### src/rtl/cons_hold_pkg.sv
package cons_hold_pkg;
    localparam int N_CONS    = 8;
    localparam int N_PROV    = 8;
    localparam int N_GRP     = 8;
    localparam int IDX_W     = $clog2(N_CONS);
    localparam int GRP_W     = $clog2(N_GRP);
    localparam int CNT_W     = 8;
    localparam int MAX_SHIFT = 12;
    localparam int SHIFT_W   = $clog2(MAX_SHIFT + 1);

    typedef enum logic [7:0] {
        EV_NONE      = 8'h00,
        EV_HOLD_EXP  = 8'h01,
        EV_BAD_CRC   = 8'h02,
        EV_BAD_SEQ   = 8'h03,
        EV_BAD_STAT  = 8'h04,
        EV_CLIST_CHG = 8'h05,
        EV_PLIST_CHG = 8'h06,
        EV_BOTH_CHG  = 8'h0B
    } evt_code_e;

    typedef struct packed {
        logic             active;
        logic             run;
        logic             expired;
        logic [CNT_W-1:0] cnt;
        logic [GRP_W-1:0] grp;
    } chan_state_t;

    function automatic logic [MAX_SHIFT-1:0] cycle_limit(input logic [SHIFT_W-1:0] sh);
        logic [SHIFT_W-1:0] s;
        s = (sh > SHIFT_W'(MAX_SHIFT)) ? SHIFT_W'(MAX_SHIFT) : sh;
        return MAX_SHIFT'((1 << s) - 1);
    endfunction
endpackage

### src/rtl/cons_hold_prescaler.sv
module cons_hold_prescaler
    import cons_hold_pkg::*;
(
    input  logic               clk,
    input  logic               rst,
    input  logic               base_tick_i,
    input  logic [SHIFT_W-1:0] shift_i,
    output logic               cycle_o
);
    logic [MAX_SHIFT-1:0] pre_q;
    logic [MAX_SHIFT-1:0] limit;

    assign limit   = cycle_limit(shift_i);
    assign cycle_o = base_tick_i && (pre_q >= limit);

    always_ff @(posedge clk) begin
        if (rst)
            pre_q <= '0;
        else if (base_tick_i)
            pre_q <= cycle_o ? '0 : pre_q + 1'b1;
    end


    cycle_restart_chk: assert property (@(posedge clk) disable iff (rst)
        cycle_o |=> pre_q == '0);
endmodule

### src/rtl/cons_hold_channel.sv
module cons_hold_channel
    import cons_hold_pkg::*;
(
    input  logic             clk,
    input  logic             rst,
    input  logic             cycle_i,
    input  logic             frame_i,
    input  logic             act_we_i,
    input  logic             act_on_i,
    input  logic [CNT_W-1:0] reload_i,
    input  logic [GRP_W-1:0] group_i,
    output logic             run_o,
    output logic             expired_o,
    output logic             expire_o,
    output logic [GRP_W-1:0] group_o
);
    chan_state_t st_q;
    chan_state_t st_d;
    logic [CNT_W-1:0] reload_q;

    assign run_o     = st_q.run;
    assign expired_o = st_q.expired;
    assign group_o   = st_q.grp;
    assign expire_o  = st_q.active && st_q.run && cycle_i && !frame_i &&
                       !act_we_i && (st_q.cnt <= CNT_W'(1));

    always_comb begin
        st_d = st_q;
        if (act_we_i) begin
            st_d.active  = act_on_i;
            st_d.run     = act_on_i;
            st_d.expired = 1'b0;
            if (act_on_i) begin
                st_d.cnt = reload_i;
                st_d.grp = group_i;
            end
        end else if (st_q.active && st_q.run) begin
            if (frame_i)
                st_d.cnt = reload_q;
            else if (expire_o) begin
                st_d.cnt     = '0;
                st_d.run     = 1'b0;
                st_d.expired = 1'b1;
            end else if (cycle_i)
                st_d.cnt = st_q.cnt - 1'b1;
        end
    end

    always_ff @(posedge clk) begin
        if (rst) begin
            st_q     <= '0;
            reload_q <= CNT_W'(3);
        end else begin
            st_q <= st_d;
            if (act_we_i && act_on_i)
                reload_q <= reload_i;
        end
    end


    expire_state_chk: assert property (@(posedge clk) disable iff (rst)
        expire_o |=> (!run_o && expired_o));

    frame_wins_chk: assert property (@(posedge clk) disable iff (rst)
        (cycle_i && frame_i && run_o && !act_we_i) |=> run_o);

    failed_hold_chk: assert property (@(posedge clk) disable iff (rst)
        (expired_o && !act_we_i) |=> (expired_o && !run_o));

    run_count_chk: assert property (@(posedge clk) disable iff (rst)
        run_o |-> (st_q.cnt != '0));
endmodule

### src/rtl/cons_hold_group_stop.sv
module cons_hold_group_stop
    import cons_hold_pkg::*;
(
    input  logic                    clk,
    input  logic                    rst,
    input  logic [N_CONS-1:0]       expire_i,
    input  logic [N_CONS*GRP_W-1:0] group_i,
    input  logic                    mask_we_i,
    input  logic [GRP_W-1:0]        mask_grp_i,
    input  logic [N_PROV-1:0]       mask_data_i,
    input  logic                    prov_we_i,
    input  logic [N_PROV-1:0]       prov_data_i,
    input  logic                    mbox_clr_i,
    output logic [N_PROV-1:0]       prov_o,
    output logic                    pending_o,
    output logic [7:0]              code_o
);
    logic [N_PROV-1:0] mask_q [N_GRP];
    logic [N_PROV-1:0] prov_q;
    logic [N_PROV-1:0] keep;
    logic [N_PROV-1:0] prov_base;
    evt_code_e         code_q;
    logic              pending_q;

    always_comb begin
        keep = '1;
        for (int c = 0; c < N_CONS; c++)
            if (expire_i[c])
                keep = keep & mask_q[group_i[c*GRP_W +: GRP_W]];
    end

    assign prov_base = prov_we_i ? prov_data_i : prov_q;

    generate
        for (genvar g = 0; g < N_GRP; g++) begin : g_mask
            always_ff @(posedge clk) begin
                if (rst)
                    mask_q[g] <= '1;
                else if (mask_we_i && mask_grp_i == GRP_W'(g))
                    mask_q[g] <= mask_data_i;
            end
        end
    endgenerate

    always_ff @(posedge clk) begin
        if (rst) begin
            prov_q    <= '0;
            pending_q <= 1'b0;
            code_q    <= EV_NONE;
        end else begin
            prov_q <= prov_base & keep;
            if (|expire_i) begin
                pending_q <= 1'b1;
                code_q    <= EV_HOLD_EXP;
            end else if (mbox_clr_i)
                pending_q <= 1'b0;
        end
    end

    assign prov_o    = prov_q;
    assign pending_o = pending_q;
    assign code_o    = code_q;


    mbox_post_chk: assert property (@(posedge clk) disable iff (rst)
        (|expire_i) |=> (pending_o && code_o == 8'h01));

    prov_no_rise_chk: assert property (@(posedge clk) disable iff (rst)
        !prov_we_i |=> ((prov_o & ~$past(prov_o)) == '0));
endmodule

### src/rtl/cons_hold_watchdog.sv
module cons_hold_watchdog
    import cons_hold_pkg::*;
(
    input  logic               clk,
    input  logic               rst,
    input  logic               base_tick,
    input  logic [SHIFT_W-1:0] scf_shift,
    input  logic               frame_valid,
    input  logic [IDX_W-1:0]   frame_idx,
    input  logic               act_we,
    input  logic [IDX_W-1:0]   act_idx,
    input  logic               act_on,
    input  logic [CNT_W-1:0]   act_reload,
    input  logic [GRP_W-1:0]   act_group,
    input  logic               mask_we,
    input  logic [GRP_W-1:0]   mask_grp,
    input  logic [N_PROV-1:0]  mask_data,
    input  logic               prov_we,
    input  logic [N_PROV-1:0]  prov_data,
    input  logic               mbox_clr,
    output logic [N_CONS-1:0]  cons_run,
    output logic [N_CONS-1:0]  cons_expired,
    output logic [N_PROV-1:0]  prov_active,
    output logic               evt_pending,
    output logic [7:0]         evt_code
);
    logic                    cycle;
    logic [N_CONS-1:0]       expire_vec;
    logic [N_CONS*GRP_W-1:0] grp_vec;

    cons_hold_prescaler u_pre (
        .clk(clk), .rst(rst), .base_tick_i(base_tick),
        .shift_i(scf_shift), .cycle_o(cycle)
    );

    generate
        for (genvar c = 0; c < N_CONS; c++) begin : g_chan
            cons_hold_channel u_chan (
                .clk(clk), .rst(rst), .cycle_i(cycle),
                .frame_i(frame_valid && frame_idx == IDX_W'(c)),
                .act_we_i(act_we && act_idx == IDX_W'(c)),
                .act_on_i(act_on), .reload_i(act_reload), .group_i(act_group),
                .run_o(cons_run[c]), .expired_o(cons_expired[c]),
                .expire_o(expire_vec[c]), .group_o(grp_vec[c*GRP_W +: GRP_W])
            );
        end
    endgenerate

    cons_hold_group_stop u_stop (
        .clk(clk), .rst(rst), .expire_i(expire_vec), .group_i(grp_vec),
        .mask_we_i(mask_we), .mask_grp_i(mask_grp), .mask_data_i(mask_data),
        .prov_we_i(prov_we), .prov_data_i(prov_data), .mbox_clr_i(mbox_clr),
        .prov_o(prov_active), .pending_o(evt_pending), .code_o(evt_code)
    );
endmodule

### config.mk
export PLATFORM = sky130hd
export DESIGN_NAME = cons_hold_watchdog
export DESIGN_NICKNAME = d
export VERILOG_FILES = /design/src/rtl/cons_hold_pkg.sv /design/src/rtl/cons_hold_prescaler.sv /design/src/rtl/cons_hold_channel.sv /design/src/rtl/cons_hold_group_stop.sv /design/src/rtl/cons_hold_watchdog.sv
export SDC_FILE = /design/constraint.sdc
export NUM_CORES = 1
export LEC_CHECK = 0
export ABC_AREA = 0
export BUFFER_PORTS_ARGS = -buffer_cell sky130_fd_sc_hd__buf_4
export CAP_MARGIN = 0
export CORE_ASPECT_RATIO = 0.5
export CORE_MARGIN = 4
export CORE_UTILIZATION = 35
export DETAILED_ROUTE_END_ITERATION = 10
export GPL_TIMING_DRIVEN = 0
export PLACE_DENSITY = 0.52
export SLEW_MARGIN = 15
export SYNTH_ARGS = -nofsm -noshare
export SYNTH_HDL_FRONTEND = slang
export SYNTH_SLANG_ARGS = --single-unit
### constraint.sdc
create_clock -name clk -period 8.63 [get_ports clk]
set_input_delay 1.2945 -clock clk [delete_from_list [all_inputs] [get_ports clk]]
set_output_delay 1.2945 -clock clk [all_outputs]
set_load 0.01 [all_outputs]
==> results of run 1 <==
[per-stage QoR]
stage	hold WS (ns)	area [µm²]	worst slack [ns]	instances	total power [µW]
final	0.456	19700	3.07	2598	3120
after global routing	0.472	19700	2.80	2598	3230
after CTS	0.457	19700	3.14	2598	3140
after detailed placement	0.447	18700	2.55	2546	1820
after global placement	0.440	18700	2.55	2546	1820
after floorplan	0.433	17500	3.84	1841	1690
[final cells by class]
class,instances,area [µm²],area share (%)
sequential,286,6370,32.3
clock inverter,15,166,0.844
tap,649,812,4.12
multi-input combinational,1364,10200,51.9
inverter,30,113,0.571
clock buffer,37,806,4.08
timing repair buffer,56,420,2.13
buffer,161,798,4.05
[cell usage in the layout (no fill, tap or decap), types with 11 or more instances in the layout]
master,netlist,layout
clkbuf_16,0,29
clkbuf_1,74,77
nor4_1,14,14
nand4b_1,11,11
nand3b_1,12,12
a221oi_1,30,30
nor2b_1,42,42
o22ai_1,29,29
a31oi_1,19,19
dfxtp_1,222,222
o2bb2ai_1,13,13
mux4_2,109,109
buf_4,27,83
buf_1,11,11
nand2b_1,45,45
or3_1,13,13
a41oi_1,11,11
nand3_1,22,22
o211ai_1,15,15
edfxtp_1,64,64
inv_1,30,30
or4_1,12,12
a21oi_1,164,164
or2_2,35,35
nand2_1,288,288
o21ai_0,40,40
nor3_1,49,47
a211oi_1,19,19
ha_1,30,30
buf_2,41,41
mux2_2,28,28
mux2i_1,57,57
nor2_1,93,93
[per-layer routing]
| layer | GRT usage, % | vias to the layer above | wire length (µm) |
|---|---|---|---|
| li1 | - | 7013 | - |
| met3 | 3.52 | 117 | 4020 |
| met4 | 6.11 | 0 | 1780 |
| met2 | 36.4 | 563 | 28700 |
| met5 | 0 | - | 0 |
| met1 | 31.3 | 7635 | 27500 |
[cell families after synthesis]
group,Yosys count,share of synthesized area [%]
xor gates and xnor gates,19,0.952
other,1,0.0214
DFF,286,36.4
AOI/OAI and AO/OA,421,16.1
adders and majority gates,30,2.15
muxes,194,19.1
buffers and inverters,191,5.21
and+or+nand+nor,693,20.1
[synthesized netlist by cell type (6+ instances only)]
| cell type | count |
|---|---|
| dfxtp_1 | 222 |
| edfxtp_1 | 64 |
| nor2b_1 | 42 |
| nor2_1 | 93 |
| a41oi_1 | 11 |
| nand2b_1 | 45 |
| or3_1 | 13 |
| mux2_2 | 28 |
| nand3b_1 | 12 |
| nand3_1 | 22 |
| buf_4 | 27 |
| buf_2 | 41 |
| a21o_1 | 6 |
| nor3_1 | 49 |
| a211oi_1 | 19 |
| and3_1 | 8 |
| nand2_1 | 288 |
| or2_2 | 35 |
| nand4_1 | 9 |
| a211o_1 | 9 |
| a222oi_1 | 6 |
| a21oi_1 | 164 |
| ha_1 | 30 |
| o22ai_1 | 29 |
| inv_1 | 30 |
| o21bai_1 | 8 |
| clkbuf_1 | 74 |
| or4_1 | 12 |
| xnor2_1 | 9 |
| a31oi_1 | 19 |
| mux2i_1 | 57 |
| buf_1 | 11 |
| a31o_2 | 6 |
| o21ai_0 | 40 |
| nand4b_1 | 11 |
| xor2_1 | 10 |
| a221oi_1 | 30 |
| mux4_2 | 109 |
| nor4_1 | 14 |
| o211ai_1 | 15 |
| o2bb2ai_1 | 13 |
[flip-flops by register name, summed over array words and instances, names as in the netlist, named ones only]
signal                   flops
g_chan.u_chan.run_o          8
u_stop.prov_o                8
g_chan.u_chan.reload_q      64
u_stop.pending_o             1
g_chan.u_chan.st_q          72
u_pre.pre_q                 12
g_chan.u_chan.group_o       24
u_stop.mask_q               64
g_chan.u_chan.expired_o      8
u_stop.code_o                1
[power groups by stage]
stage | logic (µW) | registers (µW) | clock network [µW]
2_1_floorplan | 224 | 1470 | 0
3_3_place_gp | 312 | 1500 | 0
3_5_place_dp | 315 | 1500 | 0
4_1_cts | 316 | 1470 | 1350
5_1_grt | 341 | 1480 | 1410
6_report | 317 | 1470 | 1330
[worst paths after layout]
check,slack [ns],to,from
max,3.07,g_chan[1].u_chan.st_q[6]$_SDFFE_PP0P_,scf_shift[3]
min,0.46,g_chan[6].u_chan.reload_q[6]$_SDFFE_PP0P_,g_chan[6].u_chan.reload_q[6]$_SDFFE_PP0P_
max reg2reg,4.93,g_chan[1].u_chan.st_q[6]$_SDFFE_PP0P_,u_pre.pre_q[0]$_SDFFE_PP0P_
min reg2reg,0.46,g_chan[6].u_chan.reload_q[6]$_SDFFE_PP0P_,g_chan[6].u_chan.reload_q[6]$_SDFFE_PP0P_
[worst register-to-register path: cells and delay by family, from the launching register on]
kind,cells,cell delay [ns]
buf+inv,3,0.98
compound gates,5,0.99
flops,1,0.44
simple gates,2,0.85
fa+ha+maj,1,0.29
==> flow_metrics.env, run 1 <==
export IMPL_end_kind="flip-flop"
export IMPL_internal_power_uw=2300
export IMPL_slowest_stage="nor3_2"
export IMPL_path_class="in -> reg"
export IMPL_crit_fanout=10
export IMPL_setup_viol=0
export IMPL_fin_tns_setup_ns=0
export IMPL_diodes=0
export IMPL_fin_worst_skew_ns=0.0160
export IMPL_synthTopCellsByArea="dfxtp_1 (25%), mux4_2 (14%), edfxtp_1 (11%)"
export IMPL_core_area_um2=48900
export IMPL_die_x_um=324
export IMPL_dieArea_um2=53800
export IMPL_hold_path_class="reg -> reg"
export IMPL_cp_num_cells=18
export IMPL_ios=82
export IMPL_tightest_slew_ns=1.19
export IMPL_syn_area_per_cell_um2=9.53
export IMPL_clk_pin_slew_ns=0.07
export IMPL_synth_ff_type="dfxtp_1"
export IMPL_clkPwrFrac_pct=42.6
export IMPL_cts_root_buf="clkbuf_16"
export IMPL_ctsResizeCount=0
export IMPL_synth_cell_area_um2=17500
export IMPL_required_ns=9.05
export IMPL_synthCells=1835
export IMPL_die_h_um=166
export IMPL_hpwl_mm=44.6
export IMPL_vdd_ir_drop_max_uv=147
export IMPL_cts_tree="built"
export IMPL_slew_limit_headroom_pct=20.3
export IMPL_max_stage_delay_ns=0.75
export IMPL_cts_sinks=286
export IMPL_grt_first_pass_wirelength_mm=93.2
export IMPL_rsz0062_at_grt="false"
export IMPL_fin_crit_ns=5.56
export IMPL_async_flop_share_pct=0
export IMPL_grt_pass1_vias=14700
export IMPL_antenna_left=0
export IMPL_cts_buffers=28
export IMPL_power_frac_seq_pct=47.2
export IMPL_drt_iter0_markers=1537
export IMPL_cap_viol_max_count=0
export IMPL_yosysWarningCount=0
export IMPL_cp_num_buf_inv=5
export IMPL_start_util_pct=35.7
export IMPL_start_kind="input port"
export IMPL_postLayoutCoreUtil_pct=40.3
export IMPL_overflow=0
export IMPL_drive_above_1_share_pct=19.8
export IMPL_wl_mm=62.0
export IMPL_io_buffers=56
export IMPL_syn2layout_area_growth_pct=12.8
export IMPL_yosys_area_top_type_share_pct=25.4
export IMPL_synth_edf_count=64
export IMPL_vias_per_cell=5.90
export IMPL_cp_top_family="simple AND/OR/NAND/NOR gates"
export IMPL_antenna_found_initial=1
export IMPL_maxSlewViolCount=0
export IMPL_post_cts_buffers=0
export IMPL_nNetsFinal=2006
export IMPL_gp_congestion=0.886
export IMPL_p_switching_uw=819
export IMPL_power_density_nw_per_um2=158
export IMPL_finalHoldViolations=0
export IMPL_h_tree_depth=1
export IMPL_p_sw_share_pct=26.2
export IMPL_run_status="finished, final reports clean"
export IMPL_combPwrFrac_pct=10.1
export IMPL_worstPathCellList="buf_4, clkbuf_1, or4_1, ha_1, clkbuf_1, nor4_1, a31oi_1, o22a_1, ha_1, and2_4, nand2_1, o21ai_0, nor3_2, buf_2, buf_2, a21oi_1, o22ai_1, a21oi_1"
export IMPL_ys_types=88
export IMPL_leakage_uw=0.00656
export IMPL_rows=57
export IMPL_grt_usage_pct=22.5
export IMPL_drc=0
export IMPL_post_drt_wl_per_cell_um=23.9
export IMPL_ctsHoldBuffers=0
export IMPL_finalCritPeriodShare_pct=64.4
export IMPL_r2r_cells=11
export IMPL_clockBufferDepth=3
export IMPL_max_freq_mhz=180
export IMPL_via_count=15300
export IMPL_synth_seq_cells=286
export IMPL_arrival_ns=5.98
export IMPL_yosysTopAreaCell="dfxtp_1"
export IMPL_grt_max_degree=16
export IMPL_ys_seq_area_share_pct=36.4
export IMPL_firstDrtPassIters=5
export IMPL_clk_latency_ns=0.58
export IMPL_worstHoldPathCells=2
export IMPL_fillerInstances=4931
(Power assumes the default switching activity.)
==> inputs of run 2 (changes only) <==
--- a/config.mk
+++ b/config.mk
@@ -13,7 +13,7 @@
 export CORE_UTILIZATION = 35
 export DETAILED_ROUTE_END_ITERATION = 10
 export GPL_TIMING_DRIVEN = 0
-export PLACE_DENSITY = 0.52
+export PLACE_DENSITY = 0.54
 export SLEW_MARGIN = 15
 export SYNTH_ARGS = -nofsm -noshare
 export SYNTH_HDL_FRONTEND = slang
==> constraint.sdc (replaced) <==
create_clock -name clk -period 4.6 [get_ports clk]
set_input_delay 0.69 -clock clk [delete_from_list [all_inputs] [get_ports clk]]
set_output_delay 0.69 -clock clk [all_outputs]
set_load 0.01 [all_outputs]
==> run 2 against run 1 <==
Design area is 0.87% higher. Count of clock-buffer cells in the layout is 3 higher. Via count is 1.5% higher. Hold slack worse by 0.11 ns. Largest power group unchanged. Routed wire length is 2.4% higher. Sequential share of layout area is 0.28 points lower. Critical path type unchanged. Sequential power is 88% higher. First-iteration DRC count is 18% higher.
==> flow_metrics.env, run 2 (same netlist as run 1, synthesis figures left out) <==
export IMPL_run_status="finished, final reports clean"
export IMPL_worstHoldPathCells=3
export IMPL_p_switching_uw=1590
export IMPL_clkPwrFrac_pct=44.6
export IMPL_hpwl_mm=45.3
export IMPL_nNetsFinal=2011
export IMPL_drive_above_1_share_pct=20.2
export IMPL_drt_iter0_markers=1813
export IMPL_grt_pass1_vias=14500
export IMPL_power_frac_seq_pct=45.3
export IMPL_p_total_uw=6100
export IMPL_cts_buffers=30
export IMPL_regToRegStartpoint="u_pre.pre_q[0]$_SDFFE_PP0P_"
export IMPL_core_area_um2=48900
export IMPL_diodes=0
export IMPL_tightest_slew_ns=1.16
export IMPL_rows=57
export IMPL_hold_start="mbox_clr"
export IMPL_overflow=0
export IMPL_post_drt_wl_per_cell_um=24.4
export IMPL_setup_ws_ns=0.189
export IMPL_die_h_um=166
export IMPL_end_kind="flip-flop"
export IMPL_max_stage_delay_ns=0.57
export IMPL_layout_common_cells="nand2_1 (288), dfxtp_1 (222), a21oi_1 (163)"
export IMPL_reg_top3="g_chan.u_chan.st_q x72, g_chan.u_chan.reload_q x64, u_stop.mask_q x64"
export IMPL_max_freq_mhz=227
export IMPL_setup_viol=0
export IMPL_start_kind="input port"
export IMPL_grt_usage_pct=22.9
export IMPL_syn2layout_area_growth_pct=13.8
export IMPL_required_ns=5.06
export IMPL_grt_first_pass_wirelength_mm=94.1
export IMPL_cts_sinks=286
export IMPL_slew_limit_headroom_pct=22.4
export IMPL_path_class="in -> reg"
export IMPL_largest_reg_flops=72
export IMPL_cap_viol_max_count=0
export IMPL_clk_latency_ns=0.61
export IMPL_mostFrequentLayoutCell="nand2_1"
export IMPL_start_util_pct=35.7
export IMPL_wl_mm=63.5
export IMPL_combPwrFrac_pct=10.0
export IMPL_clk_pin_slew_ns=0.06
export IMPL_finalCritPeriodShare_pct=95.9
export IMPL_die_x_um=324
export IMPL_hold_path_class="in -> reg"
export IMPL_ios=82
export IMPL_rsz0062_at_grt="false"
export IMPL_startpoint="scf_shift[3]"
export IMPL_postLayoutCoreUtil_pct=40.7
export IMPL_fin_crit_ns=4.41
export IMPL_vdd_ir_drop_max_uv=264
export IMPL_leakage_uw=0.00665
export IMPL_fin_worst_skew_ns=0.0529
export IMPL_internal_power_uw=4510
export IMPL_power_density_nw_per_um2=307
export IMPL_pre_cts_ws_ns=-0.984
export IMPL_drc=0
export IMPL_crit_fanout=10
export IMPL_gp_congestion=0.926
export IMPL_cts_root_buf="clkbuf_16"
export IMPL_p_sw_share_pct=26.1
export IMPL_vias_per_cell=5.97
export IMPL_antenna_left=0
export IMPL_slowest_stage="or4_1"
export IMPL_h_tree_depth=1
export IMPL_maxSlewViolCount=0
export IMPL_io_buffers=56
export IMPL_dieArea_um2=53800
export IMPL_clockBufferDepth=3
export IMPL_firstDrtPassIters=6
export IMPL_regMostFlops="g_chan.u_chan.st_q"
export IMPL_worstPathCellList="buf_4, clkbuf_1, or4_1, ha_1, clkbuf_1, nor4_1, a31oi_1, o22a_1, ha_1, and2_4, nand4_2, a2111oi_4, buf_4, nor3_4, clkbuf_4, buf_2, a21oi_1, o22ai_1, a21oi_1"
export IMPL_finalHoldViolations=0
export IMPL_r2r_cells=12
export IMPL_arrival_ns=4.87
export IMPL_antenna_found_initial=4
export IMPL_grt_max_degree=17
export IMPL_cts_tree="built"
export IMPL_via_count=15600
## run 2: changes by cell type in the layout (fill, tap and decap cells not counted), sizes merged
| cell | change |
|---|---|
| clkbuf | +6 |
| inv | -1 |
| clkinv | +1 |
| bufinv | +2 |
| clkinvlp | -1 |
## run 2: repair_timing
action                                  in CTS  in global routing
resized for setup                            2                  7
hold endpoints to repair                     0                  0
endpoints found under the setup margin      48                 37
pin swaps                                    0                  1
setup buffers                                0                  3
hold buffers                                 0                  0
## run 2: worst paths after layout
check	end	slack [ns]
worst min register to register	flip-flop	0.45
worst min-delay path	u_stop.pending_o$_SDFFE_PP0P_	0.35
worst max register to register	g_chan[1].u_chan.st_q[6]$_SDFFE_PP0P_	1.32
worst max-delay path	g_chan[1].u_chan.st_q[6]$_SDFFE_PP0P_	0.19
## run 2: cell type report
class	count	area, µm²
plain buffers	161	806
clock buffers	40	853
clock inverters	16	246
fillers	4903	29000
inverters	30	113
multi-input cells	1364	10300
flip-flops and latches	286	6370
well taps	649	812
repair buffers	59	443
## run 2: critical path, delay by kind of cell
| kind | cells | cell delay, ns |
|---|---|---|
| simple gates | 5 | 1.47 |
| compound gates | 6 | 0.77 |
| buf+inv | 6 | 1.44 |
| fa+ha+maj | 2 | 0.48 |
## run 2: per-layer routing
metal	GRT usage (%)	routed length, µm	up-vias
met5	0	24	-
met4	6.25	1770	4
met3	3.92	5200	115
met2	34.8	27800	661
met1	33.5	28700	7743
li1	-	-	7040
## run 2: power groups by stage
stage               Sequential (µW)  Combinational (µW)  Clock [µW]
floorplan                      2760                 420           0
global placement               2810                 598           0
detailed placement             2810                 602           0
CTS                            2760                 605        2750
global route                   2770                 654        2850
finish                         2770                 613        2720
## run 2: per-stage QoR
step                setup TNS, ns  hold WS (ns)  area (µm²)  instances
floorplan                       0         0.433       17500       1841
global placement           -64.48         0.436       18700       2546
CTS                             0         0.330       19800       2602
global route                    0         0.358       19900       2605
detailed placement         -64.89         0.441       18700       2546
finish                          0         0.347       19900       2605
